--- config.mk ---
export PLATFORM = sky130hd
export DESIGN_NAME = irq_arbiter
export DESIGN_NICKNAME = d
export VERILOG_FILES = /design/src/rtl/irq_arb_pkg.sv /design/src/rtl/irq_nmi_gate.sv /design/src/rtl/irq_wait_ctrl.sv /design/src/rtl/irq_arbiter.sv
export SDC_FILE = /design/constraint.sdc
export NUM_CORES = 1
export LEC_CHECK = 0
export BUFFER_PORTS_ARGS = -buffer_cell sky130_fd_sc_hd__buf_2
export CAP_MARGIN = 20
export CORE_AREA = 2 2 41 43
export DETAILED_ROUTE_END_ITERATION = 6
export DIE_AREA = 0 0 43 45
export GPL_TIMING_DRIVEN = 0
export SYNTH_ARGS = -nofsm -noshare
export SYNTH_HDL_FRONTEND = slang
export SYNTH_HIERARCHICAL = 1
export SYNTH_SLANG_ARGS = --single-unit
--- constraint.sdc ---
create_clock -name clk -period 2.3 [get_ports clk]
set_input_delay 0.46 -clock clk [delete_from_list [all_inputs] [get_ports clk]]
set_output_delay 0.46 -clock clk [all_outputs]
set_load 0.02 [all_outputs]
--- src/rtl/irq_arb_pkg.sv ---
package irq_arb_pkg;

    localparam int KIND_W = 2;

    typedef enum logic [KIND_W-1:0] {
        IK_NONE = 2'd0,
        IK_NMI  = 2'd1,
        IK_FIRQ = 2'd2,
        IK_IRQ  = 2'd3
    } irq_kind_e;

    typedef struct packed {
        logic nmi;
        logic firq;
        logic irq;
    } line_set_t;

    typedef struct packed {
        logic      valid;
        irq_kind_e kind;
        logic      skip_stack;
    } take_req_t;

    function automatic irq_kind_e pick_winner(line_set_t l, logic imask, logic fmask);
        if (l.nmi)
            return IK_NMI;
        if (l.firq && !fmask)
            return IK_FIRQ;
        if (l.irq && !imask)
            return IK_IRQ;
        return IK_NONE;
    endfunction

    function automatic logic any_line(line_set_t l);
        return l.nmi | l.firq | l.irq;
    endfunction

endpackage

--- src/rtl/irq_nmi_gate.sv ---
module irq_nmi_gate (
    input  logic clk,
    input  logic rst,
    input  logic pin_i,
    input  logic sp_write_i,
    input  logic service_i,
    output logic armed_o,
    output logic pending_o
);
    logic armed_q;
    logic prev_q;
    logic latch_q;
    logic edge_seen;

    assign edge_seen = pin_i & ~prev_q;

    always_ff @(posedge clk) begin
        if (rst) begin
            armed_q <= 1'b0;
            prev_q  <= 1'b0;
            latch_q <= 1'b0;
        end else begin
            armed_q <= armed_q | sp_write_i;
            prev_q  <= pin_i;
            if (edge_seen && armed_q)
                latch_q <= 1'b1;
            else if (service_i)
                latch_q <= 1'b0;
        end
    end

    assign armed_o   = armed_q;
    assign pending_o = latch_q;

    AST_NMI_EDGE_NEEDS_ARM: assert property (@(posedge clk) disable iff (rst)
        $rose(latch_q) |-> $past(armed_q));
    AST_ARM_STICKY: assert property (@(posedge clk) disable iff (rst)
        armed_q |=> armed_q);
    AST_NMI_LATCH_HOLDS: assert property (@(posedge clk) disable iff (rst)
        latch_q && !service_i |=> latch_q);

endmodule

--- src/rtl/irq_wait_ctrl.sv ---
module irq_wait_ctrl
    import irq_arb_pkg::*;
(
    input  logic      clk,
    input  logic      rst,
    input  logic      sync_enter_i,
    input  logic      cwai_enter_i,
    input  logic      decide_i,
    input  logic      take_fire_i,
    input  line_set_t lines_i,
    input  logic      imask_i,
    input  logic      fmask_i,
    output logic      sync_o,
    output logic      cwai_o,
    output logic      hold_o
);
    logic sync_q;
    logic cwai_q;
    logic sync_wake;
    logic cwai_wake;

    assign sync_wake = any_line(lines_i);
    assign cwai_wake = (pick_winner(lines_i, imask_i, fmask_i) != IK_NONE);
    assign hold_o    = (sync_q & ~sync_wake) | (cwai_q & ~cwai_wake);

    always_ff @(posedge clk) begin
        if (rst) begin
            sync_q <= 1'b0;
            cwai_q <= 1'b0;
        end else begin
            if (sync_enter_i)
                sync_q <= 1'b1;
            else if (decide_i && sync_q && sync_wake)
                sync_q <= 1'b0;
            if (cwai_enter_i)
                cwai_q <= 1'b1;
            else if (take_fire_i)
                cwai_q <= 1'b0;
        end
    end

    assign sync_o = sync_q;
    assign cwai_o = cwai_q;

    AST_CWAI_LEFT_ON_TAKE: assert property (@(posedge clk) disable iff (rst)
        take_fire_i && !cwai_enter_i |=> !cwai_q);
    AST_SYNC_KEPT_WHILE_QUIET: assert property (@(posedge clk) disable iff (rst)
        sync_q && !sync_wake |=> sync_q);

endmodule

--- src/rtl/irq_arbiter.sv ---
module irq_arbiter
    import irq_arb_pkg::*;
(
    input  logic              clk,
    input  logic              rst,
    input  logic              step_i,
    input  logic              ack_i,
    input  logic              nmi_pin_i,
    input  logic              firq_pin_i,
    input  logic              irq_pin_i,
    input  logic              imask_i,
    input  logic              fmask_i,
    input  logic              sp_write_i,
    input  logic              sync_enter_i,
    input  logic              cwai_enter_i,
    output logic              take_o,
    output logic [KIND_W-1:0] take_kind_o,
    output logic              skip_stack_o,
    output logic              stall_o,
    output logic              fetch_o,
    output logic              nmi_ack_o,
    output logic              set_imask_o,
    output logic              set_fmask_o
);
    take_req_t req_q;
    logic      stall_q;
    logic      fetch_q;
    logic      nmi_pending;
    logic      nmi_armed;
    logic      nmi_service;
    logic      accept_ack;
    logic      decide;
    logic      hold;
    logic      go;
    logic      take_fire;
    logic      sync_q;
    logic      cwai_q;
    line_set_t lines;
    irq_kind_e winner;

    assign lines.nmi  = nmi_pending;
    assign lines.firq = firq_pin_i;
    assign lines.irq  = irq_pin_i;

    assign accept_ack  = ack_i & req_q.valid;
    assign nmi_service = accept_ack & (req_q.kind == IK_NMI);
    assign decide      = step_i & ~req_q.valid;
    assign winner      = pick_winner(lines, imask_i, fmask_i);
    assign go          = decide & ~hold;
    assign take_fire   = go & (winner != IK_NONE);

    irq_nmi_gate u_nmi_gate (
        .clk        (clk),
        .rst        (rst),
        .pin_i      (nmi_pin_i),
        .sp_write_i (sp_write_i),
        .service_i  (nmi_service),
        .armed_o    (nmi_armed),
        .pending_o  (nmi_pending)
    );

    irq_wait_ctrl u_wait_ctrl (
        .clk          (clk),
        .rst          (rst),
        .sync_enter_i (sync_enter_i),
        .cwai_enter_i (cwai_enter_i),
        .decide_i     (decide),
        .take_fire_i  (take_fire),
        .lines_i      (lines),
        .imask_i      (imask_i),
        .fmask_i      (fmask_i),
        .sync_o       (sync_q),
        .cwai_o       (cwai_q),
        .hold_o       (hold)
    );

    always_ff @(posedge clk) begin
        if (rst) begin
            req_q   <= '0;
            stall_q <= 1'b0;
            fetch_q <= 1'b0;
        end else begin
            stall_q <= decide & hold;
            fetch_q <= go & (winner == IK_NONE);
            if (take_fire) begin
                req_q.valid      <= 1'b1;
                req_q.kind       <= winner;
                req_q.skip_stack <= cwai_q;
            end else if (accept_ack) begin
                req_q <= '0;
            end
        end
    end

    assign take_o       = req_q.valid;
    assign take_kind_o  = req_q.valid ? req_q.kind : IK_NONE;
    assign skip_stack_o = req_q.valid & req_q.skip_stack;
    assign stall_o      = stall_q;
    assign fetch_o      = fetch_q;
    assign nmi_ack_o    = nmi_service;
    assign set_imask_o  = rst | accept_ack;
    assign set_fmask_o  = rst | (accept_ack & (req_q.kind != IK_IRQ));

    AST_RESET_QUIET: assert property (@(posedge clk)
        rst |=> !take_o && !stall_o && !fetch_o);
    AST_NMI_ONLY_ARMED: assert property (@(posedge clk) disable iff (rst)
        take_o && take_kind_o == IK_NMI |-> nmi_armed);
    AST_TAKE_HELD: assert property (@(posedge clk) disable iff (rst)
        take_o && !ack_i |=> take_o && $stable(take_kind_o) && $stable(skip_stack_o));
    AST_FIRQ_MASKED: assert property (@(posedge clk) disable iff (rst)
        $rose(take_o) && take_kind_o == IK_FIRQ |-> !$past(fmask_i));
    AST_IRQ_MASKED: assert property (@(posedge clk) disable iff (rst)
        $rose(take_o) && take_kind_o == IK_IRQ |-> !$past(imask_i));
    AST_SKIP_FROM_CWAI: assert property (@(posedge clk) disable iff (rst)
        $rose(take_o) |-> skip_stack_o == $past(cwai_q));
    AST_STALL_ONLY_WAITING: assert property (@(posedge clk) disable iff (rst)
        stall_o |-> $past(sync_q || cwai_q));
    AST_RESP_AFTER_STEP: assert property (@(posedge clk) disable iff (rst)
        stall_o || fetch_o || $rose(take_o) |-> $past(step_i));
    AST_ONE_RESPONSE: assert property (@(posedge clk) disable iff (rst)
        stall_o || fetch_o |-> !take_o && !(stall_o && fetch_o));

endmodule

# After elaboration in Yosys (flattened, before gate mapping)
# Cells that the tools add are included.
# W data, S select, Z words.
# totals
elab_cells	69
regBits	11
out_inout_bits	9
in_bits	12
# classes
n_eq_ne	2
n_mux	21
bitwise	23
n_reduce_logical	13
# ops
op	n
$mux W2	7
$and A1 B1 Y1	12
$mux W1	12
$reduce_bool A2 Y1	5
$mux W4	2
$or A1 B1 Y1	6
$logic_and A1 B1 Y1	5
$not A1 Y1	5
$eq A2 B1 Y1 const B	1
$logic_not A1 Y1	2
$logic_not A2 Y1	1
$ne A2 B2 Y1 const B	1

# Logic depth before layout (Yosys ltp)
# Gate-level depths: netlist of run 1.
# depth
depth_word	18
depth_mapped	8
mapped_depth_nobuf	8

# Cells and area by module
# Netlist of run 1, hierarchy kept.
# by_module_without_submodules
module	cells_each	area_per_inst_um2	n_inst
irq_arbiter	37	350.3	1
irq_wait_ctrl	14	107.6	1
irq_nmi_gate	9	92.6	1

# Worst setup path after synthesis of run 1
# Ideal clock, no wire load.
# synth_path
path_type	reg2out
start	register req_q (netlist bit take_o)
end	output nmi_ack_o
path_slack_ns	0.502
t_arrival_ns	1.338
stages_incl_launch_ff	3
path_cell_list	dfxtp_1 -> nand2_1 -> nor3b_1
# synth_via
elab_chain_len	2
# synth_rtl
item	line	rtl
start, declared	irq_arbiter.sv:25	take_req_t req_q;
$and A1 B1 Y1	irq_arbiter.sv:45	assign accept_ack = ack_i & req_q.valid;
$and A1 B1 Y1	irq_arbiter.sv:46	assign nmi_service = accept_ack & (req_q.kind == IK_NMI);
end, declared	irq_arbiter.sv:21	output logic nmi_ack_o,
# No other way between the ends.

# Worst setup path in the final report of run 1
# Ends and elaborated chain as after synthesis.

==> results of run 1 <==
## where the power goes
part | internal [mW] | switching (mW)
clock network | 0.0671 | 0.0609
logic | 0.0358 | 0.0388
registers | 0.202 | 0.0116
total | 0.305 | 0.111
## worst paths after layout
kind | endpoint | slack [ns]
max reg2reg | u_wait_ctrl/cwai_o | 0.44
max | nmi_ack_o | 0.33
min | u_wait_ctrl/sync_o | 0.40
min reg2reg | u_nmi_gate/armed_o | 0.48
## cell usage after synthesis
cell type  instances  share of area
a32oi_1            1          0.016
nand2_1            2          0.014
mux2i_1            1          0.018
and3b_1            1          0.016
nand3b_1           2          0.027
nor3b_1            1          0.014
o21ai_1            1         0.0091
nor2_1             5          0.034
or2_2              1          0.011
o31ai_2            1          0.023
o2bb2ai_1          1          0.016
o21bai_1           1          0.014
o21ba_1            1          0.018
inv_1              3          0.020
nor4_1             1          0.011
dfxtp_1           11           0.40
a21boi_0           1          0.014
a21oi_1            4          0.036
nor2b_1            5          0.057
and2_1             3          0.034
nand2b_1           6          0.068
a221oi_1           1          0.016
o31a_2             1          0.018
and2b_1            1          0.014
o21ai_0            1         0.0091
nor3b_4            1          0.034
a221oi_2           1          0.027
nand4_1            1          0.011
## routing by layer
| layer | part of all wire | wire length (microns) |
|---|---|---|
| met1 | 0.45 | 483 |
| met2 | 0.47 | 502 |
| met3 | 0.072 | 77 |
| met4 | 0 | 0 |
| met5 | 0 | 0 |
## worst max-delay path, cell delays in order, from the launching register on
cell and delay, ns:
dfxtp_1 0.52, nand2_1 0.20, nor3b_1 0.30, buf_2 0.22
## sequential cells by signal, indices dropped and copies added (netlist names)
name                  count
u_wait_ctrl/cwai_o        1
u_wait_ctrl/sync_o        1
fetch_o                   1
u_nmi_gate/armed_o        1
stall_o                   1
req_q                     3
u_nmi_gate/pending_o      1
u_nmi_gate/prev_q         1
take_o                    1
## logic make-up (layout without fill, tap and decap cells)
family | count (synthesis) | count (layout)
flip-flops | 11 | 11
AND/OR/NAND/NOR | 30 | 30
buffers and inverters | 3 | 27
AO/OA/AOI/OAI | 15 | 15
multiplexers | 1 | 1
## through the flow
stage,worst slack (ns),util,power (mW)
6_report,0.333,0.474,0.417
5_1_grt,0.176,0.474,0.443
4_1_cts,0.312,0.474,0.426
3_5_place_dp,0.308,0.456,0.294
3_3_place_gp,0.314,0.456,0.293
2_1_floorplan,0.502,-,0.266
## area by class of cell
class                      count  area (sq um)  share of cell area
multi-input combinational     46           319               0.458
sequential                    11           220               0.316
timing repair buffer          20           100               0.144
clock buffer                   4          26.3              0.0377
tap                           16          20.0              0.0287
inverter                       3          11.3              0.0162
==> reports/qor.yml, run 1 <==
max-vdd-ir-drop_v: 0.000376
yosys.area_share.adder: 0
grt_pass1_wl_microns: 1770
fin_cells: 100
ant_nets: 0
clk_pin_slew_worst_paths_ns: 0.07
synth_cell_types: 28
cp_max_fo: 10
fmax_ghz: 0.508
min_path_type: "primary input to register"
drtIter0Drc: 3
rsz0062_at_grt: "false"
numCtsBuffers: 3
synthXorXnorAreaFrac: 0
place_inst: 96
drv_cap: 0
drc: 0
tightest_slew_ns: 0.484
die_width_microns: 43
yosysWarnings: 6
dr.pass1.iters: 4
cts_resized: 0
diodes: 0
finalCritPeriodShare: 0.855
grtUsageMet1: 0.141
hold_viol: 0
coreArea_sq_um: 1470
p_per_area_nw_per_um2: 598
wl_microns: 1060
muxShareOfSynthArea: 0.0182
avgSynthCellArea_sq_um: 9.18
synth_top_family_by_area: "simple AND/OR/NAND/NOR gates"
syn-num-nets: 72
synth-seq-cells: 11
port_buffers: 20
cts_num_sinks: 11
hold_depth: 3
hpwl_microns: 816
hp-start: "sync_enter_i"
dpl-instance-area_sq_um: 671
r2r_cells: 8
grt_pass1_vias: 431
grt_use_met2: 0.212
period_needed_ns: 1.97
critPathArrivalTime_ns: 1.51
fin_nets: 97
vias_per_cell: 4.93
use_met3: 0.0760
h-tree-depth: 1
avgRoutedWirePerCell_microns: 10.6
cts_tree: "yes"
rows: 14
slew_headroom: 0.674
setup_tns_ns: 0
insertion_delay_ns: 0.26
synthCells: 60
worst_ep_required_time_ns: 1.84
cts.path.max_buffers: 2
grt-ovfl-total: 0
cts-root-buf: "clkbuf_4"
reg2reg_from: "u_nmi_gate/pending_o"
ios: 21
drive_gt1_frac: 0.333
leakage_nw: 0.308
finalWeightedCongestion: 0.815
cts_hold_buf: 0
hold_ws_ns: 0.403
fp.dieH_microns: 45
ys_seq_area_frac: 0.400
startpoint_type: "register"
layout_common_cells: "buf_2, dfxtp_1, nand2b_1, nor2b_1, nor2_1"
nFillCells: 161
die_area_sq_um: 1940
worstSetupEndpointType: "output port"
antenna_found_initial: 0
synth_area_sq_um: 551
skew_ns: 0.00256
status: "finished, final reports clean"
via_count: 493
crit_type: "register to output port"
start_util: 0.374
setup_viol: 0
synth_compound_area_frac: 0.216
grt_max_degree: 15
yosys.area_share.simple: 0.345
cts_setup_buffers: 0
postLayoutCellArea_sq_um: 697
worstSetupStartpoint: "take_o"
grt.busiest_layer: "met2"
maxSlewViolCount: 0
final_common_cell: "buf_2"
syn2layout_area_growth_pct: 26.6
track_usage: 0.128
Power figures use the tool's default switching activity.
==> run 2: changes to the inputs <==
ABC_AREA = 1   (was unset)
CORE_AREA = 2 2 40 42   (was 2 2 41 43)
DIE_AREA = 0 0 42 44   (was 0 0 43 45)
HOLD_SLACK_MARGIN = 0.02   (was unset)
==> reports/qor.yml, run 2 <==
status: "finished, final reports clean"
syn-num-nets: 91  # +26%
via_count: 546  # +11%
drive_gt1_frac: 0.291  # -0.0421
vias_per_cell: 4.59  # -6.9%
cts-root-buf: "clkbuf_4"
h-tree-depth: 1  # unchanged
synth_edf_count: 0  # unchanged
p_per_area_nw_per_um2: 623  # +4.2%
skew_ns: 0.000829  # -0.00173 ns
ant_nets: 0  # unchanged
cts_tree: "yes"
yosys.area_share.simple: 0.336  # -0.00972
cts_num_sinks: 11  # unchanged
hold_ws_ns: 0.394  # -0.00813 ns
ys_seq_area_frac: 0.422  # +0.0221
fmax_ghz: 0.583  # +15%
crit_buf_inv: 1  # unchanged
worst_ep_required_time_ns: 1.84  # about the same
syn2layout_area_growth_pct: 28.1
synth-seq-cells: 11  # unchanged
drc: 0  # unchanged
nFillCells: 165  # +2.5%
start_util: 0.368  # -0.00643
finalCritPeriodShare: 0.746  # -0.109
synthArstFlopShare: 0  # unchanged
fp.dieH_microns: 44  # -2.2%
min_path_type: "primary input to register"
netlist_top_cells_count: "inv_1, nand2_1, dfxtp_1, nand3_1, a21oi_1"
numCtsBuffers: 3  # unchanged
grt-ovfl-total: 0  # unchanged
regMostFlops: "req_q"
synth_area_sq_um: 522  # -5.2%
synth_compound_area_frac: 0.0983  # -0.118
avgRoutedWirePerCell_microns: 8.94  # -16%
synth.most_common_cell: "inv_1"
largest_reg_flops: 3  # unchanged
hold_viol: 0  # unchanged
slowest_delay_ns: 0.45  # -0.07 ns
crit_type: "register to output port"
worstSetupEndpointType: "output port"
cts_resized: 0  # unchanged
diodes: 0  # unchanged
yosys.area_share.adder: 0  # unchanged
grt_max_degree: 13  # -2
clk_pin_slew_worst_paths_ns: 0.07  # about the same
cp_max_fo: 7  # -3
crit_chain: "nand2_1, nand2_1, o21a_1, buf_2"
critPathArrivalTime_ns: 1.26  # -0.25 ns
insertion_delay_ns: 0.27  # about the same
leakage_nw: 0.378  # +23%
rows: 14  # unchanged
cts_hold_buf: 0  # unchanged
cpMostUsedCell: "nand2_1"
drv_cap: 0  # unchanged
muxShareOfSynthArea: 0  # -0.0182
fin_nets: 116  # +20%
coreArea_sq_um: 1420  # -3.6%
final_common_cell: "buf_2"
postLayoutCellArea_sq_um: 668  # -4.1%
place_inst: 115  # +20%
antenna_found_initial: 0  # unchanged
setup_viol: 0  # unchanged
place_ws_ns: 0.699  # +0.391 ns
synthFlopType: "dfxtp_1"
synth_top_family_by_area: "simple AND/OR/NAND/NOR gates"
synthCells: 79  # +32%
maxSlewViolCount: 0  # unchanged
total_power_mw: 0.416  # -0.14%
slew_headroom: 0.835  # +0.161
synthTopCellsByArea: "dfxtp_1, inv_1, nand2_1, nand3_1, a21oi_1"
cpLargestDelayFamily: "flip-flops"
avgSynthCellArea_sq_um: 6.60  # -28%
wl_microns: 1060  # about the same
netlist.area_leader.share: 0.422  # +0.0221
ios: 21  # unchanged
synth_cell_types: 14  # -50%
yosysWarnings: 6  # unchanged
hpwl_microns: 835  # +2.3%
setup_tns_ns: 0  # unchanged
layout_common_cells: "buf_2, inv_1, nand2_1, dfxtp_1, nand3_1"
fin_util: 0.471  # -0.00274
grt_pass1_vias: 478  # +11%
period_needed_ns: 1.72  # -0.251 ns
startpoint_type: "register"
synth_top_cell_by_area: "dfxtp_1"
cp_slowest_cell: "dfxtp_1"
dpl-instance-area_sq_um: 642  # -4.3%
max-vdd-ir-drop_v: 0.000290  # -23%
fin_cells: 119  # +19%
cts_setup_buffers: 0  # unchanged
cts.path.max_buffers: 2  # unchanged
rsz0062_at_grt: "false"
die_width_microns: 42  # -2.3%
grt_pass1_wl_microns: 1860  # +5.1%
synthXorXnorAreaFrac: 0  # unchanged
port_buffers: 20  # unchanged
dr.pass1.iters: 6  # +2
die_area_sq_um: 1850  # -4.5%
drtIter0Drc: 7  # +4
track_usage: 0.133  # +0.00460
finalWeightedCongestion: 0.777  # -4.6%
tightest_slew_ns: 0.246  # -0.238 ns
setup_ws_ns: 0.584  # +0.251 ns
[run 2: changes by cell type in the layout (fill, tap and decap cells not counted), sizes merged, moves of 2 or more]
cell and change:
and2 -3, nor2b -5, inv +17, nor3b -2, nand2 +18, nor2 +3, nand3b -2, a221oi -2
nand2b -6, nand3 +8, o21ai -2, a21oi +4
[run 2: worst paths after layout]
| kind | start | end | slack (ns) | depth (start not counted) |
|---|---|---|---|---|
| worst min register to register | u_nmi_gate/armed_o | u_nmi_gate/armed_o | 0.47 | 2 |
| worst min-delay path | cwai_enter_i | u_wait_ctrl/cwai_o | 0.39 | 3 |
| worst max register to register | u_nmi_gate/pending_o | u_wait_ctrl/cwai_o | 0.99 | 9 |
| worst max-delay path | take_o | set_fmask_o | 0.58 | 4 |
[run 2: worst reg2reg max path, stage by stage (launching register included)]
cell and delay, ns:
dfxtp_1 0.39, inv_1 0.06, nand4_1 0.09, nand2_1 0.10, nor2_2 0.20, nand2_2 0.12
inv_1 0.07, inv_1 0.04, a21oi_1 0.11, nor2_1 0.05
[run 2: cell type report]
type / count / area [sq um] / area share
Clock buffer: 4 / 26.3 / 0.0393
Multi-Input combinational cell: 48 / 226 / 0.339
Timing Repair Buffer: 20 / 100 / 0.150
Sequential cell: 11 / 220 / 0.330
Tap cell: 16 / 20.0 / 0.0300
Inverter: 20 / 75.1 / 0.112
[run 2: kinds of logic after synthesis]
kind of cell	after synthesis
AOI/OAI and AO/OA	9
buffers and inverters	20
DFF	11
and+or+nand+nor	39
[run 2: power breakdown]
part           internal (mW)  total (mW)  leakage, nW  switching, mW
clock                 0.0672       0.135       0.0150         0.0676
combinational         0.0274      0.0706        0.273         0.0431
sequential             0.202       0.211       0.0906        0.00860
total                  0.297       0.416        0.378          0.119
[run 2: layer usage]
metal | routed length [microns] | vias up | global-route usage
met1 | 469 | 242 | 0.157
met2 | 522 | 13 | 0.225
li1 | - | 287 | -
met4 | 23 | 0 | 0.0774
met5 | 0 | - | 0
met3 | 49 | 4 | 0.0250
==> run 3: changes to the inputs <==
ABC_AREA = 0   (was 1)
CORE_AREA = 2 2 41 43   (was 2 2 40 42)
DIE_AREA = 0 0 43 45   (was 0 0 42 44)
clock period = 1.64 ns   (was 2.3 ns; I/O delays follow)
==> reports/qor.yml, run 3 (synthesized netlist as in run 1, its figures left out) <==
maxSlewViolCount: 0  # unchanged
numCtsBuffers: 3  # unchanged
dr.pass1.iters: 4  # -2
drive_gt1_frac: 0.472  # +0.181
hold_ws_ns: 0.275  # -0.120 ns
cts_hold_buf: 0  # unchanged
h-tree-depth: 1  # unchanged
insertion_delay_ns: 0.26  # about the same
via_count: 526  # -3.7%
fin_nets: 102  # -12%
period_needed_ns: 1.57
hpwl_microns: 810  # -3.0%
finalWeightedCongestion: 0.675  # -13%
grt_pass1_vias: 456  # -4.6%
tightest_slew_ns: 0.267  # +0.0212 ns
min_path_type: "primary input to register"
largest_reg_flops: 3  # unchanged
slew_headroom: 0.822  # -0.0132
dpl-instance-area_sq_um: 677  # +5.5%
cp_max_fo: 7  # unchanged
grt_max_degree: 15  # +2
rows: 14  # unchanged
coreArea_sq_um: 1470  # +3.7%
clk_pin_slew_worst_paths_ns: 0.07  # about the same
die_width_microns: 43  # +2.4%
fmax_ghz: 0.637
status: "finished, final reports clean"
grt-ovfl-total: 0  # unchanged
drtIter0Drc: 14  # +7
setup_viol: 0  # unchanged
skew_ns: 0.000256  # -0.000573 ns
syn2layout_area_growth_pct: 39.8
wl_microns: 1200  # +13%
grt_pass1_wl_microns: 1950  # +4.8%
fp.dieH_microns: 45  # +2.3%
cts_num_sinks: 11  # unchanged
regMostFlops: "req_q"
leakage_nw: 0.347  # -8.3%
place_inst: 96  # -17%
rsz0062_at_grt: "true"
die_area_sq_um: 1940  # +4.7%
track_usage: 0.138  # +0.00503
fin_util: 0.523  # +0.0521
startpoint_type: "register"
worstSetupEndpointType: "register"
diodes: 0  # unchanged
critPathArrivalTime_ns: 1.73  # +0.47 ns
total_power_mw: 0.616  # +48%
drv_cap: 0  # unchanged
finalCritPeriodShare: 0.957
avgRoutedWirePerCell_microns: 11.4  # +28%
hold_viol: 0  # unchanged
port_buffers: 20  # unchanged
postLayoutCellArea_sq_um: 769  # +15%
place_ws_ns: -0.255  # -0.953 ns
start_util: 0.374  # +0.00643
antenna_found_initial: 0  # unchanged
fin_cells: 105  # -12%
cts-root-buf: "clkbuf_4"
layout_common_cells: "buf_2, dfxtp_1, nand2b_1"
cts.path.max_buffers: 2  # unchanged
max-vdd-ir-drop_v: 0.000479  # +65%
ant_nets: 0  # unchanged
drc: 0  # unchanged
p_per_area_nw_per_um2: 800  # +28%
ios: 21  # unchanged
worst_ep_required_time_ns: 1.80  # -0.04 ns
crit_type: "register to register"
setup_ws_ns: 0.0705  # -0.514 ns
setup_tns_ns: 0  # unchanged
final_common_cell: "buf_2"
vias_per_cell: 5.01  # +9.2%
cts_tree: "yes"
-- run 3: cell count changes in the layout (fill, tap and decap cells not counted), moves of 3 or more --
| cell | previous run | this run |
|---|---|---|
| inv_1 | 19 | 1 |
| nand2b_1 | 0 | 6 |
| nor2_2 | 3 | 0 |
| nor2b_1 | 0 | 5 |
| buf_4 | 0 | 5 |
| nand3_1 | 8 | 0 |
| a21oi_1 | 7 | 3 |
| nand2_1 | 18 | 1 |
| and2_1 | 0 | 3 |
-- run 3: worst paths after layout --
path	cells after the start	to	from	slack [ns]
worst max-delay path	8	u_wait_ctrl/cwai_o	u_nmi_gate/pending_o	0.07
worst min-delay path	3	u_wait_ctrl/sync_o	sync_enter_i	0.27
worst max register to register	8	u_wait_ctrl/cwai_o	u_nmi_gate/pending_o	0.07
worst min register to register	1	fetch_o	u_nmi_gate/pending_o	0.48
-- run 3: repair_timing --
action                     CTS  global route
resized for setup            4             7
hold endpoints to repair     0             0
setup endpoints to repair    6             5
pin swaps                    1             6
setup buffers                1             4
-- run 3: final cells by class --
type,instances,area (sq um)
clock buffer,4,26.3
fill,153,702
inverter,3,11.3
multi-input combinational,46,347
sequential,11,228
tap,16,20.0
timing repair buffer,25,138
-- run 3: layer usage --
layer  vias to the layer above  global-route usage  part of all wire
li1                        274                   -                 -
met1                       240               0.189              0.48
met2                        10               0.188              0.47
met3                         2              0.0280             0.041
met4                         0               0.109             0.014
met5                         -                   0                 0
-- run 3: power breakdown --
group          leakage [nW]  total [mW]  internal (mW)  switching (mW)
Combinational         0.240       0.128         0.0657          0.0624
Sequential           0.0921       0.301          0.283          0.0182
Clock                0.0150       0.186         0.0941          0.0922
Total                 0.347       0.616          0.443           0.173
-- run 3: critical path, cell delays in order (launching register included) --
cell,delay (ns)
dfxtp_4,0.39
inv_2,0.05
a32oi_2,0.22
o21ai_2,0.12
nor3b_4,0.27
o31a_2,0.23
inv_2,0.04
a21oi_2,0.10
nor2_1,0.05
